==> config.mk <==
export PLATFORM = sky130hd
export DESIGN_NAME = sleep_wake_ctrl
export DESIGN_NICKNAME = d
export VERILOG_FILES = /design/src/rtl/swc_pkg.sv /design/src/rtl/swc_sync.sv /design/src/rtl/swc_rst_filter.sv /design/src/rtl/swc_wake_arb.sv /design/src/rtl/sleep_wake_ctrl.sv
export SDC_FILE = /design/constraint.sdc
export NUM_CORES = 1
export LEC_CHECK = 0
export BUFFER_PORTS_ARGS = -buffer_cell sky130_fd_sc_hd__buf_2
export CAP_MARGIN = 20
export CORE_MARGIN = 2
export CORE_UTILIZATION = 51
export CTS_CLUSTER_SIZE = 10
export DETAILED_ROUTE_END_ITERATION = 8
export MAX_ROUTING_LAYER = met4
export PLACE_DENSITY_LB_ADDON = 0.08
export RECOVER_POWER = 50
export SLEW_MARGIN = 15
export SYNTH_ARGS = -nofsm -noshare
export SYNTH_HDL_FRONTEND = slang
export SYNTH_SLANG_ARGS = --single-unit
==> constraint.sdc <==
create_clock -name clk -period 1.92 [get_ports clk]
set_input_delay 0.192 -clock clk [delete_from_list [all_inputs] [get_ports clk]]
set_output_delay 0.192 -clock clk [all_outputs]
set_load 0.02 [all_outputs]
==> src/rtl/swc_pkg.sv <==
package swc_pkg;

  typedef enum logic [1:0] {
    ST_AWAKE  = 2'b00,
    ST_ASLEEP = 2'b01,
    ST_WAKE   = 2'b10
  } swc_state_e;

  typedef enum logic [1:0] {
    ACT_RESUME = 2'b00,
    ACT_RESET  = 2'b01,
    ACT_NMI    = 2'b10,
    ACT_IRQ    = 2'b11
  } swc_act_e;

endpackage

==> src/rtl/swc_sync.sv <==
module swc_sync #(
  parameter int          WIDTH   = 1,
  parameter logic [31:0] RST_VAL = '0
) (
  input  logic             clk,
  input  logic             rst_n,
  input  logic [WIDTH-1:0] d_async,
  output logic [WIDTH-1:0] q_sync
);

  logic [WIDTH-1:0] meta_q;
  logic [WIDTH-1:0] stab_q;

  // One two-flop chain per bit, each with its own reset level.
  for (genvar b = 0; b < WIDTH; b++) begin : g_bit
    always_ff @(posedge clk or negedge rst_n) begin
      if (!rst_n) begin
        meta_q[b] <= RST_VAL[b];
        stab_q[b] <= RST_VAL[b];
      end else begin
        meta_q[b] <= d_async[b];
        stab_q[b] <= meta_q[b];
      end
    end
  end

  assign q_sync = stab_q;

endmodule

==> src/rtl/swc_rst_filter.sv <==
module swc_rst_filter #(
  parameter int HOLD = 6,
  localparam int CW  = $clog2(HOLD + 1)
) (
  input  logic clk,
  input  logic rst_n,
  input  logic arm,
  input  logic pin_low,
  output logic fire
);

  logic [CW-1:0] cnt_q;
  logic [CW-1:0] cnt_d;
  logic          at_limit;

  assign at_limit = (cnt_q == CW'(HOLD - 1));

  always_comb begin
    cnt_d = cnt_q;
    if (!arm || !pin_low) begin
      cnt_d = '0;
    end else if (!at_limit) begin
      cnt_d = cnt_q + CW'(1);
    end
  end

  always_ff @(posedge clk or negedge rst_n) begin
    if (!rst_n) begin
      cnt_q <= '0;
    end else begin
      cnt_q <= cnt_d;
    end
  end

  assign fire = arm && pin_low && at_limit;

  AST_FIRE_AFTER_LOW: assert property (@(posedge clk) disable iff (!rst_n)
    fire |-> $past(pin_low)) else $error("reset fired without prior low");

  AST_CNT_BOUND: assert property (@(posedge clk) disable iff (!rst_n)
    cnt_q < CW'(HOLD)) else $error("reset counter overran");

endmodule

==> src/rtl/swc_wake_arb.sv <==
module swc_wake_arb #(
  parameter int NSRC = 6,
  localparam int SW  = (NSRC > 1) ? $clog2(NSRC) : 1
) (
  input  logic [NSRC-1:0] req,
  input  logic [NSRC-1:0] en,
  output logic            hit,
  output logic [SW-1:0]   idx
);

  logic [NSRC-1:0] live;

  assign live = req & en;
  assign hit  = |live;

  // Scan from the top down so the lowest live index is written last.
  always_comb begin
    idx = '0;
    for (int i = NSRC - 1; i >= 0; i--) begin
      if (live[i]) begin
        idx = SW'(i);
      end
    end
  end

  always_comb begin
    if (hit) begin
      AST_IDX_PENDING: assert (req[idx] && en[idx]) else $error("picked idle source");
    end
  end

endmodule

==> src/rtl/sleep_wake_ctrl.sv <==
module sleep_wake_ctrl
  import swc_pkg::*;
#(
  parameter int NEXT     = 3,
  parameter int NINT     = 3,
  parameter int RST_HOLD = 6,
  localparam int NSRC    = NEXT + NINT,
  localparam int SW      = (NSRC > 1) ? $clog2(NSRC) : 1
) (
  input  logic            clk,
  input  logic            rst_n,
  input  logic            sleep_req,
  input  logic            core_rst_n,
  input  logic            nmi_req,
  input  logic [NEXT-1:0] ext_irq,
  input  logic [NINT-1:0] int_irq,
  input  logic [NSRC-1:0] irq_en,
  input  logic            gie,
  output logic            asleep,
  output logic            bus_hiz,
  output logic            wake_stb,
  output logic [1:0]      wake_act,
  output logic [SW-1:0]   wake_src
);

  // Synchronised external inputs: NMI on top, maskable pins below.
  logic [NEXT:0]   pins_s;
  logic [0:0]      rstpin_s;
  logic            nmi_s;
  logic [NEXT-1:0] ext_s;
  logic [NSRC-1:0] req_all;

  swc_sync #(.WIDTH(NEXT + 1), .RST_VAL('0)) u_sync_irq (
    .clk    (clk),
    .rst_n  (rst_n),
    .d_async({nmi_req, ext_irq}),
    .q_sync (pins_s)
  );

  swc_sync #(.WIDTH(1), .RST_VAL(32'd1)) u_sync_rst (
    .clk    (clk),
    .rst_n  (rst_n),
    .d_async(core_rst_n),
    .q_sync (rstpin_s)
  );

  assign nmi_s   = pins_s[NEXT];
  assign ext_s   = pins_s[NEXT-1:0];
  assign req_all = {int_irq, ext_s};

  swc_state_e state_q, state_d;
  logic       rst_fire;
  logic       hit;
  logic [SW-1:0] pick;

  swc_rst_filter #(.HOLD(RST_HOLD)) u_rst_filt (
    .clk    (clk),
    .rst_n  (rst_n),
    .arm    (state_q == ST_ASLEEP),
    .pin_low(!rstpin_s[0]),
    .fire   (rst_fire)
  );

  swc_wake_arb #(.NSRC(NSRC)) u_arb (
    .req(req_all),
    .en (irq_en),
    .hit(hit),
    .idx(pick)
  );

  // Wake decision in fixed priority order.
  logic       go;
  swc_act_e   act_c;
  logic [SW-1:0] src_c;

  always_comb begin
    go    = 1'b0;
    act_c = ACT_RESUME;
    src_c = '0;
    if (rst_fire) begin
      go    = 1'b1;
      act_c = ACT_RESET;
    end else if (nmi_s) begin
      go    = 1'b1;
      act_c = ACT_NMI;
    end else if (hit) begin
      go    = 1'b1;
      act_c = gie ? ACT_IRQ : ACT_RESUME;
      src_c = pick;
    end
  end

  // Next-state logic.
  always_comb begin
    state_d = state_q;
    unique case (state_q)
      ST_AWAKE:  if (sleep_req) state_d = ST_ASLEEP;
      ST_ASLEEP: if (go)        state_d = ST_WAKE;
      ST_WAKE:                  state_d = ST_AWAKE;
      default:                  state_d = ST_AWAKE;
    endcase
  end

  logic          load_en;
  swc_act_e      act_q, act_d;
  logic [SW-1:0] src_q, src_d;
  logic          hiz_q, hiz_d;

  assign load_en = (state_q == ST_ASLEEP) && go;

  always_comb begin
    act_d = load_en ? act_c : ACT_RESUME;
    src_d = load_en ? src_c : '0;
    hiz_d = (state_d == ST_ASLEEP);
  end

  always_ff @(posedge clk or negedge rst_n) begin
    if (!rst_n) begin
      state_q <= ST_AWAKE;
      act_q   <= ACT_RESUME;
      src_q   <= '0;
      hiz_q   <= 1'b0;
    end else begin
      state_q <= state_d;
      act_q   <= act_d;
      src_q   <= src_d;
      hiz_q   <= hiz_d;
    end
  end

  assign asleep   = (state_q == ST_ASLEEP);
  assign bus_hiz  = hiz_q;
  assign wake_stb = (state_q == ST_WAKE);
  assign wake_act = act_q;
  assign wake_src = src_q;

  AST_SLEEP_ENTRY: assert property (@(posedge clk) disable iff (!rst_n)
    (state_q == ST_AWAKE && sleep_req) |=> asleep) else $error("no sleep entry");

  AST_HIZ_TRACK: assert property (@(posedge clk) disable iff (!rst_n)
    bus_hiz == asleep) else $error("bus float mismatch");

  AST_NMI_WAKE: assert property (@(posedge clk) disable iff (!rst_n)
    (state_q == ST_ASLEEP && nmi_s && !rst_fire) |=> (wake_stb && wake_act == ACT_NMI))
    else $error("nmi did not wake");

  AST_MASKED_STAY: assert property (@(posedge clk) disable iff (!rst_n)
    (state_q == ST_ASLEEP && !rst_fire && !nmi_s && ((req_all & irq_en) == '0)) |=> asleep)
    else $error("left sleep without cause");

  AST_GIE_RESUME: assert property (@(posedge clk) disable iff (!rst_n)
    (state_q == ST_ASLEEP && !rst_fire && !nmi_s && hit && !gie) |=> (wake_stb && wake_act == ACT_RESUME))
    else $error("expected resume action");

  AST_STB_SINGLE: assert property (@(posedge clk) disable iff (!rst_n)
    wake_stb |=> (!wake_stb && !asleep)) else $error("strobe too long");

  AST_IDLE_ZERO: assert property (@(posedge clk) disable iff (!rst_n)
    !wake_stb |-> (wake_act == 2'b00 && wake_src == '0)) else $error("stale action");

  AST_AWAKE_IGNORE: assert property (@(posedge clk) disable iff (!rst_n)
    (state_q == ST_AWAKE && !sleep_req) |=> (!asleep && !wake_stb)) else $error("awake woke");

endmodule

==> impl_results.md <==
- Post-DP HPWL: between 900 and 1000 µm
- Initial Utilization: between 50% and 60%
- RSZ-0062 raised after global routing: no
- Placed inst area: 931 µm²
- Sw Share: 25.8%
- Outcome: completed
- First DRT Iteration DRCs: 5
- Fin crit share: about three quarters
- Hold WC Path Type: input pin to flop
- Worst Tran Pin Value: roughly 1.0 ns
- # nets final: between 100 and 150
- Leak Pwr: between 0.5 and 0.6 nW
- Rows: 14
- Worst path cell trace: or2b_1 > inv_1 > buf_2
- DR DRC count: 0
- Inst Count DP: approximately 100
- Routed wire per std cell: ~12 µm
- CP top delay family: flip-flops
- Clk_skew: around 0.0041 ns
- Crit path max-delay cell type: dfrtp_1
- Net switching power: between 0.2 and 0.25 mW
- Combinational power share: ~17%
- Area delta synth->final: 29.3%
- Sum Neg Setup Slack: 0 ns
- # port buffers: 25
- Clock latency on the worst-skew pair: 0.29 ns
- Achievable frequency: between 0.7 and 0.8 GHz
- CP max FO: 5
- Ratio of cells with drive above 1 in the final layout: approximately a third
- Worst Path Arrival: 1.22 ns
- I/O pin total: 26
- Clk pwr share: about a quarter
- Final WL: 1320 µm
- Synthesized instance count: 63
- Yosys cell types: 23
- Max_slew headroom: around 31%
- Final hold viol count: 0
- Final Cell Area: 1020 µm²
- Clock root buffer: clkbuf_4
- Vias in the first global route: around 580
- Mapped Avg Cell Area: 12.5 µm²
- Setup Fix Bufs, Post-CTS: 0
- Final ANT Viol Nets: 0
- # diodes: 0
- Footprint of the multi-input gates: approximately 250 µm²
- Die area: between 1500 and 2000 µm²
- Hold WS: 0.150 ns
- Critical Path End Type: output pin
- Seq/Total Area, Yosys: around two thirds
- WS Path Type: flop to output pin
- Num Clock Sinks: 21
- CTS H-tree depth: 1
- Grt total ovfl: 0
- Power per cell area: 823 nW/µm²
- Critical Path Max Stage Delay: between 0.4 and 0.5 ns
- Maxcap violations: 0
- Max clock buf depth: 2
- Max-slew violations: 0
- TritonRoute pass-1 iters: 4
- Seq pwr share: 59.1%
- CTS tree: built
- Startpoint types: flop
- Via total after detailed routing: between 500 and 600
- Total power draw: approximately 0.84 mW
- Routability Congestion: around 0.76
- GR Util All Layers: 17.5%
- Fill count: between 100 and 150
- Setup-failing EPs final: 0
- Initial antenna violation count: 0
- Largest net degree at the start of global routing: 22
- Cts bufs inserted: 3
- Synthesized Nets: 83
- Via density: around 5.0
- Post-cts sizing count: 0
- Critical path buffers and inverters: 2
- Synth Cell Area: around 790 µm²
- Post-route minimum period: roughly 1.4 ns
- Register area: about 530 µm²
- Hold Buf Count CTS: 6
- CTS clock-pin slew for the worst setup and hold paths: around 0.10 ns
- First-pass GRT wire length: approximately 2300 µm
- FF+latch count, synth: 21
- Core area: 1470 µm²
- Total of warnings raised by yosys: 0
- Horiz. Die Dim: about 43 µm
- Int Pwr: around 0.62 mW
- Required @ worst endpoint: between 1.5 and 2 ns
- Post-route insts no fill: between 100 and 150
- Maximum vdd drop: between 500 and 600 µV
- Die height: 43.3 µm
-- kinds of logic after synthesis --
group           synth area share [%]
compound gates                  8.44
xor+xnor                        1.11
fa+ha+maj                       3.18
buf+inv                         1.43
flops                           67.2
simple gates                    18.6
-- cell type report --
class	count	share of cell area (%)
clock buffers	4	2.59
inverters	3	1.11
multi-input cells	39	24.3
flip-flops and latches	21	52.0
well taps	16	1.97
repair buffers	31	18.1
-- routing by layer --
metal	global-route usage (%)	part of all wire [%]
met1	20.0	41
met2	28.4	52
met3	2.98	5.3
met4	10.9	0.99
met5	-	0
-- tightest hold or removal path, delay by kind of cell --
| family | cells | cell delay, ns |
|---|---|---|
| buffers and inverters | 1 | 0.10 |
| AND/OR/NAND/NOR | 2 | 0.12 |
-- per-stage QoR --
stage | utilization, % | setup WS [ns]
2_1_floorplan | - | 0.604
3_3_place_gp | 63.3 | 0.557
3_5_place_dp | 63.3 | 0.534
4_1_cts | 69.1 | 0.494
5_1_grt | 69.0 | 0.411
6_report | 69.0 | 0.506
-- power groups by stage --
stage | clock (mW) | combinational [mW] | sequential [mW]
6_report | 0.199 | 0.143 | 0.494
5_1_grt | 0.220 | 0.159 | 0.499
3_3_place_gp | 0 | 0.133 | 0.501
3_5_place_dp | 0 | 0.135 | 0.503
2_1_floorplan | 0 | 0.0671 | 0.513
4_1_cts | 0.211 | 0.145 | 0.494
-- cells in the mapped netlist --
cell type	n	area share, %
dfrtp_1	19	61
nand2_1	7	3.3
nor2_1	7	3.3
inv_1	3	1.4
nor3_1	3	1.9
a21oi_1	2	1.3
a22oi_1	2	1.9
dfstp_2	2	6.7
ha_1	2	3.2
nand4_1	2	1.6
o32ai_1	2	2.2
a211oi_1	1	0.96
a21o_1	1	0.96
a32oi_1	1	1.1
and2b_1	1	0.96
nand3_1	1	0.64
nand4_2	1	1.6
nor2_2	1	0.80
nor3b_1	1	0.96
or2_4	1	1.1
or2b_1	1	0.96
or3b_4	1	1.4
xnor2_1	1	1.1
-- cell usage in the layout (no fill, tap or decap) --
master,n
nor2_2,1
dfrtp_1,19
o32ai_1,2
nand4_2,1
nand3_1,1
clkbuf_1,2
a211oi_1,1
xnor2_1,1
nor2_1,7
or2_4,1
dfstp_2,2
a22oi_1,2
a21o_1,1
nor3b_1,1
inv_1,3
nand2_1,7
a32oi_1,1
a21oi_1,2
nor3_1,3
dlygate4sd3_1,6
buf_2,24
ha_1,2
or2b_1,1
nand4_1,2
clkbuf_4,3
and2b_1,1
or3b_4,1
-- flip-flops by register name, indices dropped and copies added, names as in the netlist --
name,flops
u_rst_filt.cnt_q,3
bus_hiz,1
wake_src,3
wake_act,2
u_sync_irq.q_sync,4
state_q,2
u_sync_rst.meta_q,1
u_sync_irq.meta_q,4
u_sync_rst.q_sync,1
-- final timing paths --
check,start,to,slack [ns],cells past startpoint
max in group asynchronous,rst_n,u_rst_filt.cnt_q[1],0.71,2
setup / recovery,state_q[1],asleep,0.51,3
min in group asynchronous,rst_n,wake_src[0],0.59,2
hold / removal,gie,wake_act[0],0.15,3
setup reg to reg,state_q[1],state_q[0],0.51,4
hold reg to reg,u_sync_irq.meta_q[3],u_sync_irq.q_sync[3],0.36,0
Power figures use the tool's default switching activity.
